## config.mk

```make
export PLATFORM = sky130hd
export DESIGN_NAME = hwl_ctrl
export DESIGN_NICKNAME = d
export VERILOG_FILES = /design/src/rtl/hwl_pkg.sv /design/src/rtl/hwl_setup_calc.sv /design/src/rtl/hwl_end_detect.sv /design/src/rtl/hwl_ctrl.sv
export SDC_FILE = /design/constraint.sdc
export NUM_CORES = 1
export LEC_CHECK = 0
export CAP_MARGIN = 20
export CORE_MARGIN = 10
export CORE_UTILIZATION = 40
export DETAILED_ROUTE_END_ITERATION = 8
export GPL_TIMING_DRIVEN = 0
export PLACE_DENSITY = 0.85
export SYNTH_ARGS = -nofsm -noshare
export SYNTH_HDL_FRONTEND = slang
export SYNTH_HIERARCHICAL = 1
export SYNTH_SLANG_ARGS = --single-unit
```

## constraint.sdc

```tcl
create_clock -name clk -period 17.6 [get_ports clk]
set_input_delay 5.28 -clock clk [delete_from_list [all_inputs] [get_ports clk]]
set_output_delay 5.28 -clock clk [all_outputs]
set_load 0.05 [all_outputs]
```

## src/rtl/hwl_pkg.sv

```systemverilog
package hwl_pkg;
    typedef enum logic [1:0] {
        KIND_PLAIN = 2'd0,
        KIND_NEZ   = 2'd1,
        KIND_GTZ   = 2'd2,
        KIND_ALT   = 2'd3
    } setup_kind_e;

    typedef enum logic [2:0] {
        ACT_IDLE,
        ACT_SETUP_ENTER,
        ACT_SETUP_SKIP,
        ACT_LOOP_BACK,
        ACT_FALL_THRU
    } act_e;

    localparam logic [1:0] SR_BEGIN = 2'd0;
    localparam logic [1:0] SR_END   = 2'd1;
    localparam logic [1:0] SR_COUNT = 2'd2;
endpackage

```

## src/rtl/hwl_setup_calc.sv

```systemverilog
module hwl_setup_calc
    import hwl_pkg::*;
#(
    parameter int AW   = 32,
    parameter int OFFW = 8,
    parameter int CW   = 32,
    parameter int ILEN = 4
) (
    input  logic [AW-1:0]   pc,
    input  logic [OFFW-1:0] off,
    input  logic [1:0]      kind,
    input  logic [CW-1:0]   opnd,
    output logic [AW-1:0]   end_addr,
    output logic [CW-1:0]   count_init,
    output logic            skip
);
    localparam logic [AW-1:0] STEP = AW'(ILEN);

    logic opnd_zero;
    logic opnd_neg;

    assign opnd_zero  = (opnd == '0);
    assign opnd_neg   = opnd[CW-1];
    assign end_addr   = pc + {{(AW-OFFW){1'b0}}, off} + STEP;
    assign count_init = opnd - CW'(1);

    always_comb begin
        unique case (setup_kind_e'(kind))
            KIND_NEZ: skip = opnd_zero;
            KIND_GTZ: skip = opnd_zero | opnd_neg;
            default:  skip = 1'b0;
        endcase
    end
endmodule

```

## src/rtl/hwl_end_detect.sv

```systemverilog
module hwl_end_detect #(
    parameter int AW = 32,
    parameter int CW = 32
) (
    input  logic          retire_valid,
    input  logic          retire_taken,
    input  logic [AW-1:0] next_pc,
    input  logic [AW-1:0] loop_end,
    input  logic [CW-1:0] count,
    input  logic          loop_en,
    input  logic          exc_mode,
    output logic          at_end,
    output logic          go_back
);
    assign at_end  = retire_valid & ~retire_taken & loop_en & ~exc_mode
                   & (next_pc == loop_end);
    assign go_back = at_end & (count != '0);
endmodule

```

## src/rtl/hwl_ctrl.sv

```systemverilog
module hwl_ctrl
    import hwl_pkg::*;
#(
    parameter int AW   = 32,
    parameter int OFFW = 8,
    parameter int CW   = 32
) (
    input  logic            clk,
    input  logic            rst_n,
    input  logic            loop_en,
    input  logic            exc_mode,
    input  logic            setup_valid,
    input  logic [1:0]      setup_kind,
    input  logic [AW-1:0]   setup_pc,
    input  logic [AW-1:0]   setup_next_pc,
    input  logic [OFFW-1:0] setup_off,
    input  logic [CW-1:0]   setup_opnd,
    input  logic            sr_we,
    input  logic [1:0]      sr_addr,
    input  logic [AW-1:0]   sr_wdata,
    input  logic            retire_valid,
    input  logic            retire_taken,
    input  logic [AW-1:0]   retire_next_pc,
    output logic            redir_valid,
    output logic [AW-1:0]   redir_addr,
    output logic [AW-1:0]   rd_begin,
    output logic [AW-1:0]   rd_end,
    output logic [CW-1:0]   rd_count
);
    logic [AW-1:0] lbeg_q, lend_q;
    logic [CW-1:0] lcnt_q;
    logic [AW-1:0] new_end;
    logic [CW-1:0] new_count;
    logic          skip;
    logic          at_end, go_back;
    act_e          act;

    hwl_setup_calc #(.AW(AW), .OFFW(OFFW), .CW(CW)) u_calc (
        .pc(setup_pc), .off(setup_off), .kind(setup_kind), .opnd(setup_opnd),
        .end_addr(new_end), .count_init(new_count), .skip(skip)
    );

    hwl_end_detect #(.AW(AW), .CW(CW)) u_det (
        .retire_valid(retire_valid), .retire_taken(retire_taken),
        .next_pc(retire_next_pc), .loop_end(lend_q), .count(lcnt_q),
        .loop_en(loop_en), .exc_mode(exc_mode),
        .at_end(at_end), .go_back(go_back)
    );

    // action decision: setup beats loop-end match
    always_comb begin
        if (setup_valid)  act = skip ? ACT_SETUP_SKIP : ACT_SETUP_ENTER;
        else if (go_back) act = ACT_LOOP_BACK;
        else if (at_end)  act = ACT_FALL_THRU;
        else              act = ACT_IDLE;
    end

    // register process
    always_ff @(posedge clk or negedge rst_n) begin
        if (!rst_n) begin
            lbeg_q <= '0;
            lend_q <= '0;
            lcnt_q <= '0;
        end else begin
            unique case (act)
                ACT_SETUP_ENTER, ACT_SETUP_SKIP: begin
                    lbeg_q <= setup_next_pc;
                    lend_q <= new_end;
                    lcnt_q <= new_count;
                end
                ACT_LOOP_BACK: lcnt_q <= lcnt_q - CW'(1);
                ACT_FALL_THRU, ACT_IDLE: ;
                default: ;
            endcase
            if (sr_we && !setup_valid) begin
                unique case (sr_addr)
                    SR_BEGIN: lbeg_q <= sr_wdata;
                    SR_END:   lend_q <= sr_wdata;
                    SR_COUNT: lcnt_q <= CW'(sr_wdata);
                    default:  ;
                endcase
            end
        end
    end

    // output process
    always_comb begin
        redir_valid = 1'b0;
        redir_addr  = '0;
        unique case (act)
            ACT_SETUP_SKIP: begin
                redir_valid = 1'b1;
                redir_addr  = new_end;
            end
            ACT_LOOP_BACK: begin
                redir_valid = 1'b1;
                redir_addr  = lbeg_q;
            end
            ACT_IDLE, ACT_SETUP_ENTER, ACT_FALL_THRU: ;
            default: ;
        endcase
    end

    assign rd_begin = lbeg_q;
    assign rd_end   = lend_q;
    assign rd_count = lcnt_q;

    AST_EXC_NO_REDIR: assert property (@(posedge clk) disable iff (!rst_n)
        (exc_mode && !setup_valid) |-> !redir_valid);
    AST_TAKEN_NO_REDIR: assert property (@(posedge clk) disable iff (!rst_n)
        (retire_taken && !setup_valid) |-> !redir_valid);
    AST_COUNT_DEC: assert property (@(posedge clk) disable iff (!rst_n)
        (redir_valid && !setup_valid && !(sr_we && sr_addr == SR_COUNT))
        |=> rd_count == $past(rd_count) - CW'(1));
    AST_ZERO_HOLD: assert property (@(posedge clk) disable iff (!rst_n)
        (rd_count == '0 && !setup_valid && !sr_we) |=> rd_count == '0);
    AST_SETUP_END: assert property (@(posedge clk) disable iff (!rst_n)
        setup_valid |=> rd_end == $past(setup_pc) + AW'($past(setup_off)) + AW'(4));
    AST_PLAIN_NO_REDIR: assert property (@(posedge clk) disable iff (!rst_n)
        (setup_valid && setup_kind[1] == setup_kind[0]) |-> !redir_valid);
endmodule

```

Word level (Yosys, flattened, before mapping):

Cells that the tools add are included.

* input port bits: 180
* register bits: 96
* output and inout bits: 129
* logic and storage cells: 46

* add/subtract/negate cells: 4
* equality and inequality tests: 8
* bitwise operators: 8
* multiplexer cells: 16
* reduce and logical (&&, ||, !) cells: 7

Operators by type and width (number)
* $mux 32: 8
* $pmux 32 s2: 2
* $sub 32x1->32 const B: 2
* $add 32x3->32 const B: 1
* $add 32x8->32: 1
* $eq 32x32->1: 1
* $logic_not 32->1: 1
* $reduce_bool 32->1: 1
* $mux 3: 3
* $eq 3x2->1 const B: 2
* $and 1x1->1: 5
* $eq 2x1->1 const B: 2
* $eq 2x2->1 const B: 2
* $reduce_or 2->1: 2
* $eq 3x1->1 const B: 1
* $logic_not 2->1: 1
* $mux 2: 1
* $not 1->1: 2
* $pmux 1 s2: 1
* $logic_and 1x1->1: 1
* $logic_not 1->1: 1
* $mux 1: 1
* $or 1x1->1: 1

Longest topological paths before layout:

Gate-level depths: netlist (run 1).

* depth after elaboration: 13
* mapped depth: 12
* mapped depth without buffers: 11

By module:

The synthesis (run 1) kept the hierarchy.

By module, submodules not included
* hwl_ctrl: sequential area each 2402.3 um2, area each 5604.1 um2, cells each 622, instances 1
* hwl_setup_calc: sequential area each 0.0 um2, area each 1534.0 um2, cells each 206, instances 1
* hwl_end_detect: sequential area each 0.0 um2, area each 460.4 um2, cells each 57, instances 1

Least setup slack after synthesis (run 1):

No wires, ideal clock.

* path type: in2out
* from: input setup_opnd[8]
* to: output redir_addr[31]
* setup slack: 4.382 ns
* arrival time: 7.938 ns
* stages: 9
* buffers on the path: 3
* cells stage by stage: or4_4 > or4_4 > buf_6 > nor3_4 > a41oi_1 > nor3_1 > buf_1 > clkbuf_1 > a32o_1

* longest elaborated chain between the ends: 7

Ends and longest elaborated chain
* from (decl): line hwl_ctrl.sv:17 `input logic [CW-1:0] setup_opnd,`
* $logic_not 32->1 (*): line hwl_setup_calc.sv:22 `assign opnd_zero = (opnd == '0);`
* $or 1x1->1: line hwl_setup_calc.sv:30 `KIND_GTZ: skip = opnd_zero | opnd_neg;`
* $pmux 1 s2 (*): line hwl_setup_calc.sv:28 `unique case (setup_kind_e'(kind))`
* named net skip: line hwl_ctrl.sv:34 `logic skip;`
* $mux 2 (*): line hwl_ctrl.sv:52 `if (setup_valid) act = skip ? ACT_SETUP_SKIP : ACT_SETUP_ENTER;`
* $mux 3 (*): line hwl_ctrl.sv:52
* $eq 3x2->1: line hwl_ctrl.sv:90 `unique case (act)`
* $pmux 32 s2 (*): line hwl_ctrl.sv:90
* to (decl): line hwl_ctrl.sv:25 `output logic [AW-1:0] redir_addr,`

Mark *: on every way through the listed nets, which the timed path passes. The rest lies on a longest branch.

Final worst setup path (run 1):

* from: input setup_opnd[5]
* to: output redir_addr[0]

Same word-level chain as after synthesis.

==> results of run 1 <==
[where the power goes]
| part | switching (mW) | internal [mW] |
|---|---|---|
| logic | 0.227 | 0.143 |
| registers | 0.0458 | 0.250 |
| clock network | 0.0931 | 0.100 |
| total | 0.366 | 0.492 |
[cell type report]
| class | instances | area [um2] |
|---|---|---|
| clock inverter | 6 | 43.8 |
| clock buffer | 10 | 239 |
| multi-input combinational | 719 | 4930 |
| tap | 234 | 293 |
| buffer | 55 | 219 |
| inverter | 14 | 52.6 |
| timing repair buffer | 310 | 3120 |
| fill | 1664 | 7410 |
| antenna | 1 | 2.50 |
| sequential | 96 | 2400 |
[metal layers]
metal	wire length (um)	vias to the layer above	share of wire	track usage
met5	0	-	0	0
met2	17400	467	0.48	0.474
met1	14100	4202	0.39	0.333
met3	3330	79	0.092	0.0681
li1	-	3908	-	-
met4	1450	0	0.040	0.111
[through the flow]
stage | std cells | setup WS, ps | power [mW] | instance area [um2] | hold slack [ps]
floorplan | 884 | 4380 | 0.492 | 7590 | 840
detailed placement | 1427 | 2630 | 0.665 | 11000 | 618
CTS | 1443 | 2620 | 0.856 | 11300 | 639
finish | 1445 | 2540 | 0.858 | 11300 | 641
global placement | 1426 | 2700 | 0.659 | 11000 | 608
global route | 1445 | 2480 | 0.889 | 11300 | 694
[worst min-delay path by stage]
stage | endpoint | startpoint | depth (start not counted)
detailed placement | rd_begin[31]$_DFF_PN0_ | rd_begin[31]$_DFF_PN0_ | 2
finish | rd_begin[31]$_DFF_PN0_ | rd_begin[31]$_DFF_PN0_ | 2
floorplan | rd_count[14]$_DFF_PN0_ | rd_count[14]$_DFF_PN0_ | 2
global route | rd_end[17]$_DFF_PN0_ | rd_end[17]$_DFF_PN0_ | 2
global placement | rd_begin[31]$_DFF_PN0_ | rd_begin[31]$_DFF_PN0_ | 2
CTS | rd_begin[31]$_DFF_PN0_ | rd_begin[31]$_DFF_PN0_ | 2
[state kept, by name (all words and copies together), names as in the netlist]
| name | cells |
|---|---|
| rd_count | 32 |
| rd_begin | 32 |
| rd_end | 32 |
[tightest hold or removal path, cell delays in order, from the launching register on]
cell and delay (ps):
sky130_fd_sc_hd__dfrtp_1 380, sky130_fd_sc_hd__mux2i_1 80, sky130_fd_sc_hd__o21ai_0 140
[cell usage in the layout, fill, tap and decap left out, drive strengths merged, types with 3 or more instances in the layout]
cell           count
a211oi             4
a21o               3
a21oi             51
a221oi            17
a32o              32
and2               3
and3               5
buf               15
clkbuf            53
clkdlybuf4s50    307
clkinv             5
dfrtp             96
ha                21
inv               14
mux2i             35
nand2             98
nand3             21
nand4             16
nor2              54
nor2b             33
nor3              24
nor4              37
o21a               3
o21ai             84
o22ai             18
or3                4
or4                9
or4b               3
xnor2             55
xor2              58
==> key figures, run 1 <==
Setup path
  – Crit path capture type: primary output
  – Arrival time reported for the critical path endpoint: 9780 ps
  – Crit Path Max Fanout: 10
  – Required time of the critical path: 12320 ps
  – Worst stage delay on the critical path: 820 ps
  – Number of cells on the worst reg-to-reg path: 9
  – Top cell family by delay on the critical path: buffers and inverters
  – Crit path buffers/inverters: 5
  – Critical path depth: 11
  – Worst reg-to-reg setup slack: 13540 ps
  – Reg-to-reg endpoint: rd_count[23]$_DFF_PN0_
  – CP startpoint kind: input port
  – Worst flop-to-flop path startpoint: rd_end[23]$_DFF_PN0_
  – Category of the most critical setup path: in2out
  – Setup crit end: redir_addr[0]
  – Sequence of cells on the critical path: clkdlybuf4s50_1 > or4_4 > or4_4 > buf_6 > nor3_4 > a41oi_1 > nor3_1 > buf_1 > clkbuf_1 > a32o_1 > clkdlybuf4s50_1
  – Critical Path Start: setup_opnd[5]
  – Worst path slowest cell: sky130_fd_sc_hd__clkdlybuf4s50_1

Synth
  – Average footprint of a synthesized cell: 8.59 um2
  – Cell area after synthesis: 0.00759 mm2
  – Number of warnings issued by yosys: 6
  – Post-synthesis cell count: 884
  – Syn nets: 1086

STA
  – Crit share post-route: 0.856
  – RSZ-0062 raised after global routing: no
  – Highest achievable clock rate: 66.4 MHz
  – Final setup violation count: 0
  – Worst setup skew after layout: 6.99 ps
  – Max Transition Viols Final: 0
  – Slew at the pin with the worst max-slew slack: 922 ps
  – Min cycle time layout: 15060 ps
  – Total negative slack: 0 ps
  – Normalized max-slew margin: 0.382
  – Final hold viol count: 0

Clocking
  – Buffer count from post-CTS setup fixing: 0
  – Clock slew at reported path FFs: 60 ps
  – Num CTS Buffers: 9
  – CTS Root Cell: sky130_fd_sc_hd__clkbuf_16
  – CTS tree: done
  – Clock latency reported for the late side of the worst-skew pair: 360 ps
  – Hold-fix buffer count after cts: 0
  – Number of buffers on the longest clock path: 2
  – Post-CTS resize count: 0
  – Deepest level of the CTS H-tree: 3
  – Clock sink count: 96

GRT
  – Number of global-route vias before repair: 8786
  – Total congestion overflow: 0
  – Largest net degree at the start of global routing: 54
  – GRT Resource Usage Total: 0.280
  – Global-route wire length before repair: 52900 um
  – Antenna violations before repair: 1

Floorplanning
  – Initial core utilization: 0.406
  – Floorplan die height: 158 um
  – Site Rows: 50
  – Core outline area: 0.0187 mm2
  – Number of primary I/O pins: 309
  – Horizontal die dimension: 158 um
  – Die area: 0.0249 mm2

Placed design
  – Weighted congestion at the end of routability-driven global placement: 0.945
  – Final HPWL DP: 29600 um
  – Number of port buffers: 308

Routing
  – Remaining routing DRC violations: 0
  – Total vias in the final route: 8656
  – Antenna-violating nets left: 0
  – Wirelength per Cell: 25.1 um
  – Avg Vias per Cell: 5.99
  – Length of the first detailed-routing pass in iterations: 7
  – Number of design-rule violations left by the first detailed-router iteration: 698
  – Final wirelength: 36300 um

Run
  – Max-cap violations: 0

Status
  – Result of the run: completed

Power
  – Peak supply drop: 0.0000482 V
  – Power Dens Cells: 76.0 mW/mm2
  – Leakage: 4.20 nW

Final layout
  – Layout cells sized above 1: 0.0496
  – Net count of the finished layout: 1407
  – Core occupancy in the finished layout: 0.604
  – Area Growth Syn to Fin: 48.8%

Worst hold path
  – Path class of the lowest-slack min-delay path: reg2reg
(Power assumes the default switching activity.)
==> inputs of run 2 (changes only) <==
--- a/config.mk
+++ b/config.mk
@@ -8,9 +8,11 @@
 export CAP_MARGIN = 20
 export CORE_MARGIN = 10
 export CORE_UTILIZATION = 40
+export CTS_CLUSTER_SIZE = 40
 export DETAILED_ROUTE_END_ITERATION = 8
 export GPL_TIMING_DRIVEN = 0
-export PLACE_DENSITY = 0.85
+export PLACE_DENSITY = 0.88
+export RECOVER_POWER = 50
 export SYNTH_ARGS = -nofsm -noshare
 export SYNTH_HDL_FRONTEND = slang
 export SYNTH_HIERARCHICAL = 1
==> constraint.sdc (replaced) <==
create_clock -name clk -period 12.5 [get_ports clk]
set_input_delay 3.75 -clock clk [delete_from_list [all_inputs] [get_ports clk]]
set_output_delay 3.75 -clock clk [all_outputs]
set_load 0.05 [all_outputs]
==> run 2 against run 1 <==
  * The flow now finishes with violations (max-capacitance violations, max-slew violations)
  * Clock-buffer cell count fell by 1
  * Wire length decreased by 1.3%
  * Global-route usage down 0.34 points
  * Register-to-register slack lost 5000 ps
  * Worst setup slack worse by 2100 ps
  * Critical path type unchanged
  * Largest power group unchanged
  * Highest routed layer unchanged
==> key figures, run 2 (synthesized netlist as in run 1, its figures left out) <==
Status
  – Result of the run: complete, but fails checks
  – Failing checks: max-capacitance violations, max-slew violations

Worst hold path
  – Hold-critical path endpoint: rd_begin[31]$_DFF_PN0_
  – Hold Path Origin: rd_begin[31]$_DFF_PN0_
  – Cell count of the worst hold path: 2 (unchanged)
  – Path class of the lowest-slack min-delay path: reg2reg

Clocking
  – CTS Root Cell: sky130_fd_sc_hd__clkbuf_16
  – CTS tree: done
  – Buffer count from post-CTS setup fixing: 0 (unchanged)
  – Post-CTS resize count: 0 (unchanged)
  – Clock sink count: 96 (unchanged)
  – Clock slew at reported path FFs: 70 ps (about the same)
  – Num CTS Buffers: 9 (unchanged)
  – Hold-fix buffer count after cts: 0 (unchanged)
  – Clock latency reported for the late side of the worst-skew pair: 350 ps (about the same)
  – Deepest level of the CTS H-tree: 3 (unchanged)
  – Number of buffers on the longest clock path: 2 (unchanged)

Setup path
  – CP startpoint kind: input port
  – Required time of the critical path: 8750 ps (-3570 ps)
  – Arrival time reported for the critical path endpoint: 8290 ps (-1490 ps)
  – Worst flop-to-flop path startpoint: rd_end[27]$_DFF_PN0_
  – Crit path buffers/inverters: 5 (unchanged)
  – Reg-to-reg endpoint: rd_count[23]$_DFF_PN0_
  – Worst path slowest cell: sky130_fd_sc_hd__clkdlybuf4s50_1
  – Worst stage delay on the critical path: 820 ps (about the same)
  – Top cell family by delay on the critical path: buffers and inverters
  – Crit Path Max Fanout: 10 (unchanged)
  – Worst reg-to-reg setup slack: 8560 ps (-4980 ps)
  – Number of cells on the worst reg-to-reg path: 9 (unchanged)
  – Category of the most critical setup path: in2out
  – Crit path capture type: primary output
  – Sequence of cells on the critical path: clkdlybuf4s50_1 > or4_4 > or4_4 > buf_6 > nor3_4 > a41oi_1 > nor3_1 > buf_1 > clkbuf_1 > a32o_1 > clkdlybuf4s50_1

Floorplanning
  – Initial core utilization: 0.406 (unchanged)
  – Core outline area: 0.0187 mm2 (unchanged)
  – Site Rows: 50 (unchanged)
  – Die area: 0.0249 mm2 (unchanged)
  – Number of primary I/O pins: 309 (unchanged)
  – Horizontal die dimension: 158 um (unchanged)
  – Floorplan die height: 158 um (unchanged)

STA
  – Final setup violation count: 0 (unchanged)
  – Normalized max-slew margin: -0.972 (-1.35)
  – Worst setup skew after layout: 12.2 ps (+5.18 ps)
  – Worst hold slack: 625 ps (-15.9 ps)
  – Total negative slack: 0 ps (unchanged)
  – PnR worst setup slack: 463 ps (-2080 ps)
  – Crit share post-route: 0.963
  – Min cycle time layout: 12040 ps
  – RSZ-0062 raised after global routing: no
  – Slew at the pin with the worst max-slew slack: 2960 ps (+2040 ps)
  – Final hold viol count: 0 (unchanged)
  – Highest achievable clock rate: 83.1 MHz
  – Max Transition Viols Final: 99 (+99)

Routing
  – Number of design-rule violations left by the first detailed-router iteration: 697 (-0.14%)
  – Final wirelength: 35800 um (-1.3%)
  – Length of the first detailed-routing pass in iterations: 6 (-1)
  – Antenna-violating nets left: 0 (unchanged)
  – Total vias in the final route: 8693 (+0.43%)
  – Remaining routing DRC violations: 0 (unchanged)
  – Avg Vias per Cell: 6.02 (+0.43%)
  – Wirelength per Cell: 24.8 um (-1.3%)

Final layout
  – Fill cells: 1581 (-5.0%)
  – Layout cells sized above 1: 0.0479 (-0.00165)
  – Commonest non-fill, non-tap cells in the layout: sky130_fd_sc_hd__clkdlybuf4s50_1 (243), sky130_fd_sc_hd__nand2_1 (96), sky130_fd_sc_hd__dfrtp_1 (96)
  – Sequential cell area: 0.00240 mm2 (unchanged)
  – Net count of the finished layout: 1407 (unchanged)
  – Total area of multi-input combinational cells: 0.00492 mm2 (-0.18%)
  – Area Growth Syn to Fin: 48.8% (about the same)
  – Most common library cell in the layout ignoring fill and taps: sky130_fd_sc_hd__clkdlybuf4s50_1

GRT
  – Total congestion overflow: 0 (unchanged)
  – Largest net degree at the start of global routing: 53 (-1.9%)
  – Antenna violations before repair: 1 (unchanged)
  – Number of global-route vias before repair: 8767 (-0.22%)
  – Global-route wire length before repair: 52700 um (-0.53%)
  – GRT Resource Usage Total: 0.276 (-0.00338)

Power
  – Leakage: 4.25 nW (+1.1%)
  – Power Dens Cells: 109 mW/mm2 (+43%)
  – Peak supply drop: 0.0000586 V (+21%)
  – Post-route total power: 1.23 mW (+43%)

Placed design
  – Final HPWL DP: 29200 um (-1.2%)
  – Weighted congestion at the end of routability-driven global placement: 0.956 (+1.2%)
  – Post-placement worst setup slack: 552 ps (-2070 ps)
  – Number of port buffers: 308 (unchanged)

Run
  – Max-cap violations: 2 (+2)
==> run 2: changes by cell type in the layout (fill, tap and decap cells not counted) <==
cell	before	now
sky130_fd_sc_hd__buf_16	1	0
sky130_fd_sc_hd__bufinv_16	0	2
sky130_fd_sc_hd__clkbuf_1	42	44
sky130_fd_sc_hd__clkbuf_4	1	0
sky130_fd_sc_hd__clkbuf_8	1	0
sky130_fd_sc_hd__clkdlybuf4s50_1	307	243
sky130_fd_sc_hd__clkinv_4	2	1
sky130_fd_sc_hd__dlygate4sd3_1	0	64
sky130_fd_sc_hd__nor4b_2	1	2
sky130_fd_sc_hd__nor4b_4	1	0
==> run 2: through the flow <==
stage               area (um2)  utilization  std cells
finish                   11300        0.604       1445
global route             11300        0.604       1445
CTS                      11300        0.605       1444
detailed placement       11000        0.588       1428
global placement         11000        0.586       1426
floorplan                 7590            -        884
==> run 2: final cells by class <==
cell class,count,area share
antenna,1,0.000222
buffer,55,0.0194
clock buffer,9,0.0199
clock inverter,7,0.00842
inverter,14,0.00465
multi-input combinational,719,0.435
sequential,96,0.213
tap,234,0.0259
timing repair buffer,310,0.273
==> run 2: layer usage <==
metal,vias up,global-route usage,part of all wire
li1,3905,-,-
met1,4172,0.335,0.39
met2,535,0.454,0.47
met3,81,0.0711,0.10
met4,0,0.121,0.039
met5,-,0,0
==> run 2: report_power, final <==
part	switching [mW]	total [mW]	internal (mW)
combinational	0.319	0.508	0.189
sequential	0.0622	0.413	0.351
clock	0.130	0.306	0.176
==> run 2: tightest hold or removal path: stages, from the launching register on <==
cell and delay, ps:
sky130_fd_sc_hd__dfrtp_1 380, sky130_fd_sc_hd__mux2i_1 80, sky130_fd_sc_hd__o21ai_0 140
==> run 2: worst max path at each step <==
| stage | start | cells past startpoint | endpoint |
|---|---|---|---|
| floorplan | setup_opnd[8] | 9 | redir_addr[31] |
| global placement | setup_opnd[5] | 11 | redir_addr[16] |
| detailed placement | setup_opnd[5] | 11 | redir_addr[16] |
| CTS | setup_opnd[5] | 11 | redir_addr[16] |
| global route | setup_opnd[5] | 11 | redir_addr[16] |
| finish | setup_opnd[5] | 11 | redir_addr[16] |
